$ cat src/rtl/shadow_pkg.sv
// Shared constants and types for the shadow region attribute decoder.
package shadow_pkg;
    localparam int ADDR_W      = 20;
    localparam int NUM_REGS    = 7;
    localparam int CFG_BASE    = 8'h59;
    localparam int FIELD_W     = 4;
    localparam int SEG_LSB     = 14;
    localparam int NUM_AREAS   = NUM_REGS * 2;
    localparam int IDX_W       = $clog2(NUM_AREAS);

    // Destination picked for one request
    typedef enum logic {
        DEST_ROM  = 1'b0,
        DEST_DRAM = 1'b1
    } dest_e;

    // Meaningful bits of one area field
    typedef struct packed {
        logic wr_en;
        logic rd_en;
    } area_perm_t;
endpackage

$ cat src/rtl/shadow_attr_regs.sv
// Attribute register file: NUM_REGS bytes at consecutive configuration
// offsets from CFG_BASE. Writes are nibble-gated. Reads are combinational.
// Assumes cfg_off is stable while cfg_wr is high.
module shadow_attr_regs #(
    parameter int NUM_REGS = 7,
    parameter int CFG_BASE = 8'h59,
    localparam int FLAT_W  = NUM_REGS * 8
) (
    input  logic              clk,
    input  logic              rst_n,
    input  logic [7:0]        cfg_off,
    input  logic [7:0]        cfg_wdata,
    input  logic [1:0]        cfg_nib_en,
    input  logic              cfg_wr,
    output logic [7:0]        cfg_rdata,
    output logic [FLAT_W-1:0] attr_flat
);
    logic [7:0] regs [NUM_REGS];
    logic [NUM_REGS-1:0] hit;

    for (genvar g = 0; g < NUM_REGS; g++) begin : g_reg
        assign hit[g] = (cfg_off == 8'(CFG_BASE + g));

        // Hold one attribute byte; update each nibble under its own enable
        always_ff @(posedge clk) begin
            if (!rst_n) begin
                regs[g] <= '0;
            end else if (cfg_wr && hit[g]) begin
                if (cfg_nib_en[0]) regs[g][3:0] <= cfg_wdata[3:0];
                if (cfg_nib_en[1]) regs[g][7:4] <= cfg_wdata[7:4];
            end
        end

        assign attr_flat[g*8 +: 8] = regs[g];
    end

    // Return the byte at the addressed offset, zero elsewhere
    always_comb begin
        cfg_rdata = '0;
        for (int k = 0; k < NUM_REGS; k++) begin
            if (hit[k]) cfg_rdata = regs[k];
        end
    end
endmodule

$ cat src/rtl/shadow_area_lookup.sv
// Maps a byte address to its attribute area. The window is the top quarter
// of the address space. Its last 64 KB segment is area 1, and the 16 KB
// blocks below it are areas 2 upward.
module shadow_area_lookup #(
    parameter int ADDR_W  = 20,
    parameter int SEG_LSB = 14,
    parameter int IDX_W   = 4
) (
    input  logic [ADDR_W-1:0] addr,
    output logic              in_window,
    output logic [IDX_W-1:0]  area_idx
);
    localparam int TOP_LSB = ADDR_W - 2;
    localparam int BLK_W   = TOP_LSB - SEG_LSB;

    logic [BLK_W-1:0] blk;

    assign blk = addr[TOP_LSB-1:SEG_LSB];

    // Decide window membership and area number
    always_comb begin
        in_window = (addr[ADDR_W-1:TOP_LSB] == 2'b11);
        if (addr[TOP_LSB-1:TOP_LSB-2] == 2'b11) begin
            area_idx = IDX_W'(1);
        end else begin
            area_idx = IDX_W'(2) + IDX_W'(blk);
        end
    end
endmodule

$ cat src/rtl/shadow_attr_select.sv
// Selects the read and write enables of one area from the flat register
// image. Area 0 and unused index values yield no enables.
module shadow_attr_select
    import shadow_pkg::*;
#(
    parameter int NUM_REGS = 7,
    parameter int IDX_W    = 4,
    localparam int NUM_AREAS = NUM_REGS * 2,
    localparam int SLOTS     = 2 ** IDX_W
) (
    input  logic [NUM_REGS*8-1:0] attr_flat,
    input  logic [IDX_W-1:0]      area_idx,
    output area_perm_t            perm
);
    area_perm_t slot [SLOTS];

    for (genvar i = 0; i < SLOTS; i++) begin : g_slot
        if (i > 0 && i < NUM_AREAS) begin : g_live
            assign slot[i] = area_perm_t'(attr_flat[(i/2)*8 + (i%2)*4 +: 2]);
        end else begin : g_dead
            assign slot[i] = '0;
        end
    end

    assign perm = slot[area_idx];
endmodule

$ cat src/rtl/shadow_route.sv
// Steers a request to DRAM or ROM/bus from its direction and the area
// enables, and returns read data from the chosen side in the same cycle.
module shadow_route
    import shadow_pkg::*;
#(
    parameter int ADDR_W = 20
) (
    input  logic              req_valid,
    input  logic              req_write,
    input  logic [ADDR_W-1:0] req_addr,
    input  logic [7:0]        req_wdata,
    output logic [7:0]        req_rdata,
    input  logic              in_window,
    input  area_perm_t        perm,
    output logic              dram_valid,
    output logic              dram_write,
    output logic [ADDR_W-1:0] dram_addr,
    output logic [7:0]        dram_wdata,
    input  logic [7:0]        dram_rdata,
    output logic              rom_valid,
    output logic              rom_write,
    output logic [ADDR_W-1:0] rom_addr,
    output logic [7:0]        rom_wdata,
    input  logic [7:0]        rom_rdata
);
    dest_e dest;

    // Pick destination per direction
    always_comb begin
        if (!in_window) begin
            dest = DEST_DRAM;
        end else if (req_write) begin
            dest = perm.wr_en ? DEST_DRAM : DEST_ROM;
        end else begin
            dest = perm.rd_en ? DEST_DRAM : DEST_ROM;
        end
    end

    // Drive both downstream ports and the return path
    always_comb begin
        dram_valid = req_valid && (dest == DEST_DRAM);
        rom_valid  = req_valid && (dest == DEST_ROM);
        dram_write = req_write;
        rom_write  = req_write;
        dram_addr  = req_addr;
        rom_addr   = req_addr;
        dram_wdata = req_wdata;
        rom_wdata  = req_wdata;
        req_rdata  = (dest == DEST_DRAM) ? dram_rdata : rom_rdata;
    end
endmodule

$ cat src/rtl/shadow_attr_decoder.sv
// Top level: attribute registers, address lookup, field select and routing.
// Assumes downstream ports return read data in the same cycle.
module shadow_attr_decoder
    import shadow_pkg::*;
(
    input  logic                clk,
    input  logic                rst_n,
    input  logic [7:0]          cfg_off,
    input  logic [7:0]          cfg_wdata,
    input  logic [1:0]          cfg_nib_en,
    input  logic                cfg_wr,
    output logic [7:0]          cfg_rdata,
    input  logic                req_valid,
    input  logic                req_write,
    input  logic [ADDR_W-1:0]   req_addr,
    input  logic [7:0]          req_wdata,
    output logic [7:0]          req_rdata,
    output logic                dram_valid,
    output logic                dram_write,
    output logic [ADDR_W-1:0]   dram_addr,
    output logic [7:0]          dram_wdata,
    input  logic [7:0]          dram_rdata,
    output logic                rom_valid,
    output logic                rom_write,
    output logic [ADDR_W-1:0]   rom_addr,
    output logic [7:0]          rom_wdata,
    input  logic [7:0]          rom_rdata
);
    logic [NUM_REGS*8-1:0] attr_flat;
    logic                  in_window;
    logic [IDX_W-1:0]      area_idx;
    area_perm_t            perm;

    shadow_attr_regs #(.NUM_REGS(NUM_REGS), .CFG_BASE(CFG_BASE)) u_regs (
        .clk(clk), .rst_n(rst_n), .cfg_off(cfg_off), .cfg_wdata(cfg_wdata),
        .cfg_nib_en(cfg_nib_en), .cfg_wr(cfg_wr), .cfg_rdata(cfg_rdata),
        .attr_flat(attr_flat)
    );

    shadow_area_lookup #(.ADDR_W(ADDR_W), .SEG_LSB(SEG_LSB), .IDX_W(IDX_W)) u_lookup (
        .addr(req_addr), .in_window(in_window), .area_idx(area_idx)
    );

    shadow_attr_select #(.NUM_REGS(NUM_REGS), .IDX_W(IDX_W)) u_select (
        .attr_flat(attr_flat), .area_idx(area_idx), .perm(perm)
    );

    shadow_route #(.ADDR_W(ADDR_W)) u_route (
        .req_valid(req_valid), .req_write(req_write), .req_addr(req_addr),
        .req_wdata(req_wdata), .req_rdata(req_rdata),
        .in_window(in_window), .perm(perm),
        .dram_valid(dram_valid), .dram_write(dram_write), .dram_addr(dram_addr),
        .dram_wdata(dram_wdata), .dram_rdata(dram_rdata),
        .rom_valid(rom_valid), .rom_write(rom_write), .rom_addr(rom_addr),
        .rom_wdata(rom_wdata), .rom_rdata(rom_rdata)
    );
endmodule

$ cat config.mk
export PLATFORM = sky130hd
export DESIGN_NAME = shadow_attr_decoder
export DESIGN_NICKNAME = d
export VERILOG_FILES = /design/src/rtl/shadow_pkg.sv /design/src/rtl/shadow_attr_regs.sv /design/src/rtl/shadow_area_lookup.sv /design/src/rtl/shadow_attr_select.sv /design/src/rtl/shadow_route.sv /design/src/rtl/shadow_attr_decoder.sv
export SDC_FILE = /design/constraint.sdc
export NUM_CORES = 1
export LEC_CHECK = 0
export ABC_AREA = 0
export BUFFER_PORTS_ARGS = -buffer_cell sky130_fd_sc_hd__buf_2
export CAP_MARGIN = 20
export CORE_MARGIN = 2
export CORE_UTILIZATION = 30
export CTS_BUF_LIST = sky130_fd_sc_hd__clkbuf_8 sky130_fd_sc_hd__clkbuf_16
export DETAILED_ROUTE_END_ITERATION = 16
export PLACE_DENSITY = 0.62
export RECOVER_POWER = 25
export SYNTH_ARGS = -nofsm -noshare
export SYNTH_HDL_FRONTEND = slang
export SYNTH_SLANG_ARGS = --single-unit
export TNS_END_PERCENT = 20
$ cat constraint.sdc
create_clock -name clk -period 2.8 [get_ports clk]
set_input_delay 0.14 -clock clk [delete_from_list [all_inputs] [get_ports clk]]
set_output_delay 0.14 -clock clk [all_outputs]
set_load 0.1 [all_outputs]
==> reports/results.txt <==
Status: finished clean
Root buf cell: clkbuf_16
Count leader, synth: and2_1
Overall die area: 12990 um2
Cts hold-fix bufs: 0
DR vias/cell: 4.978
Worst slack, placed: 0.2360 ns
Final ANT Viol Nets: 0
Hold path cells: 2
Yosys warns: 0
Total setup buffers inserted after CTS: 0
Fmax: 0.3751 GHz
Worst-Margin Slew: 1.181 ns
Final setup vio count: 0
Buf/Inv on CP: 1
Max_slew headroom: 21.58%
Initial drt markers: 196
Clk buf depth: 2
Largest net degree at the start of global routing: 22
Synth async-reset ratio: 0%
Worst setup SP type: flip-flop
Largest cells by area after synthesis: edfxtp_1, buf_4, and2_1
Min cycle time layout: 2.666 ns
Htree depth: 2
Tcrit/Tclk final: 95.20%
Share of cells above drive strength 1: 33.62%
Biggest register: u_regs.regs
RSZ-0062 raised after global routing: false
Routed WL: 8.781 mm
Initial core utilization: 30.46%
Sink Count: 56
Drt drc: 0
#FFs+latches synth: 56
Netlist Area Pre-Place: 3628 um2
Slowest CP cell: or4_1
Drt pass-1 iters: 4
Worst Hold Path EP: u_regs.regs[0][22]$_SDFFCE_PN0P_
First-pass GRT wire length: 13.44 mm
Crit. End Element: output port
Endpoints failing hold: 0
GRT Util Overall: 13.47%
Synth Flop Type: edfxtp_1
Hold path start: cfg_wdata[6]
Most frequent cells after synthesis: and2_1, buf_4, edfxtp_1
Core ar.: 11910 um2
Peak supply drop: 226.5 uV
EDFF count, synth: 56
Cts repair resizes: 0
Pleak: 1.559 nW
Worst EP required: 2.66 ns
Mapped Avg Cell Area: 11.10 um2
Pins Over Slew Limit: 0
Top-level I/O count: 143
Congestion Overflow GR: 0
Area growth, synth to finish: 12.07%
IO buf count: 76
GP Congestion: 0.8444
Nets: 418
Maxcap violations: 0
Vias: 2479
Post-Synthesis Cells: 327
Arr. time, crit path: 2.53 ns
CTS tree: done
Yosys top cell by area: edfxtp_1
Top cell type's share of synthesized area: 46.34%
Antenna violations before repair: 0
Post-synth cell types: 39
Worst Path Max Fanout: 10
Die H: 114.0 um
Worst-path cell chain: nor2b_1 > a211oi_2 > nor3_1 > or4_1 > a32o_2 > mux2_4 > buf_12
Total chip power: 2.173 mW
Routed wire per std cell: 17.63 um
Num CTS Buffers: 5
Die width: 114.0 um
Vias in the first global route: 2494
Net Count, Synth: 395
Post-DP HPWL: 7.268 mm
Clk slew on worst S/H paths: 0.07 ns
Cell family with the largest share of critical-path delay: simple AND/OR/NAND/NOR gates
Row cnt: 40
Top flop regs: u_regs.regs x56
PnR worst setup slack: 0.1343 ns
ANT cells: 0
Slowest stage delay, CP: 0.52 ns
Pwr Density: 534.4 nW/um2
Hold crit path type: in -> reg
Sequential area share after synthesis: 46.34%
Fill count: 1218
Setup TNS: 0 ns
Max reg flops: 56
Crit Path Class: reg -> out
[metal layers]
layer  track usage, %  part of all wire, %
met5                0                    0
met4            4.309                  2.0
met3            1.435                  7.4
met2            24.05                   50
met1            17.09                   40
[report_power, final]
group / total (mW) / leakage, nW / internal, mW / switching, mW
Clock: 0.693 / 0.0789 / 0.416 / 0.276
Sequential: 0.983 / 0.532 / 0.962 / 0.0209
Combinational: 0.497 / 0.948 / 0.168 / 0.330
Total: 2.17 / 1.56 / 1.55 / 0.627
[per-stage QoR]
step / utilization (%) / instance area (um2) / instances / hold slack [ns]
after floorplan: - / 3633 / 327 / 0.3382
after global placement: 32.79 / 3906 / 490 / 0.2811
after detailed placement: 32.79 / 3906 / 490 / 0.2811
after CTS: 34.16 / 4069 / 498 / 0.2198
after global routing: 34.14 / 4066 / 498 / 0.2341
final: 34.14 / 4066 / 498 / 0.2141
[layout by cell type, fill, tap and decap left out, drive strengths merged, types with 5 or more instances in the layout]
master	instances
buf	82
and2	59
edfxtp	56
nor2	24
o21ai	22
nand2	19
mux2	18
mux4	9
a22oi	8
nand3	8
clkbuf	8
mux2i	5
[final cells by class]
class / count / area (um2) / share of cell area, %
flip-flops and latches: 56 / 1682 / 41.35
multi-input cells: 199 / 1448 / 35.60
repair buffers: 85 / 579.3 / 14.25
well taps: 147 / 183.9 / 4.523
clock buffers: 5 / 125.1 / 3.077
clock inverters: 3 / 37.54 / 0.9231
inverters: 3 / 11.26 / 0.2769
[how the worst max path moves through the flow]
stage | from | end | slack [ns] | cells after the start
after global routing | u_regs.regs[0][25]$_SDFFCE_PN0P_ | req_rdata[2] | 0.05 | 7
after detailed placement | req_addr[16] | req_rdata[2] | 0.24 | 9
final | u_regs.regs[0][25]$_SDFFCE_PN0P_ | req_rdata[2] | 0.13 | 7
after global placement | req_addr[16] | req_rdata[2] | 0.29 | 9
after floorplan | cfg_off[1] | cfg_rdata[6] | -0.34 | 4
after CTS | u_regs.regs[0][25]$_SDFFCE_PN0P_ | req_rdata[2] | 0.03 | 7
[cell families after synthesis]
group                      after synthesis  share of synthesized area [%]
AOI/OAI and AO/OA                       45                          8.207
DFF                                     56                          46.34
adders and majority gates                1                         0.3448
muxes                                   32                          13.38
buffers and inverters                   72                          13.93
and+or+nand+nor                        121                          17.79
No activity file was read; power rests on OpenSTA's default activity.
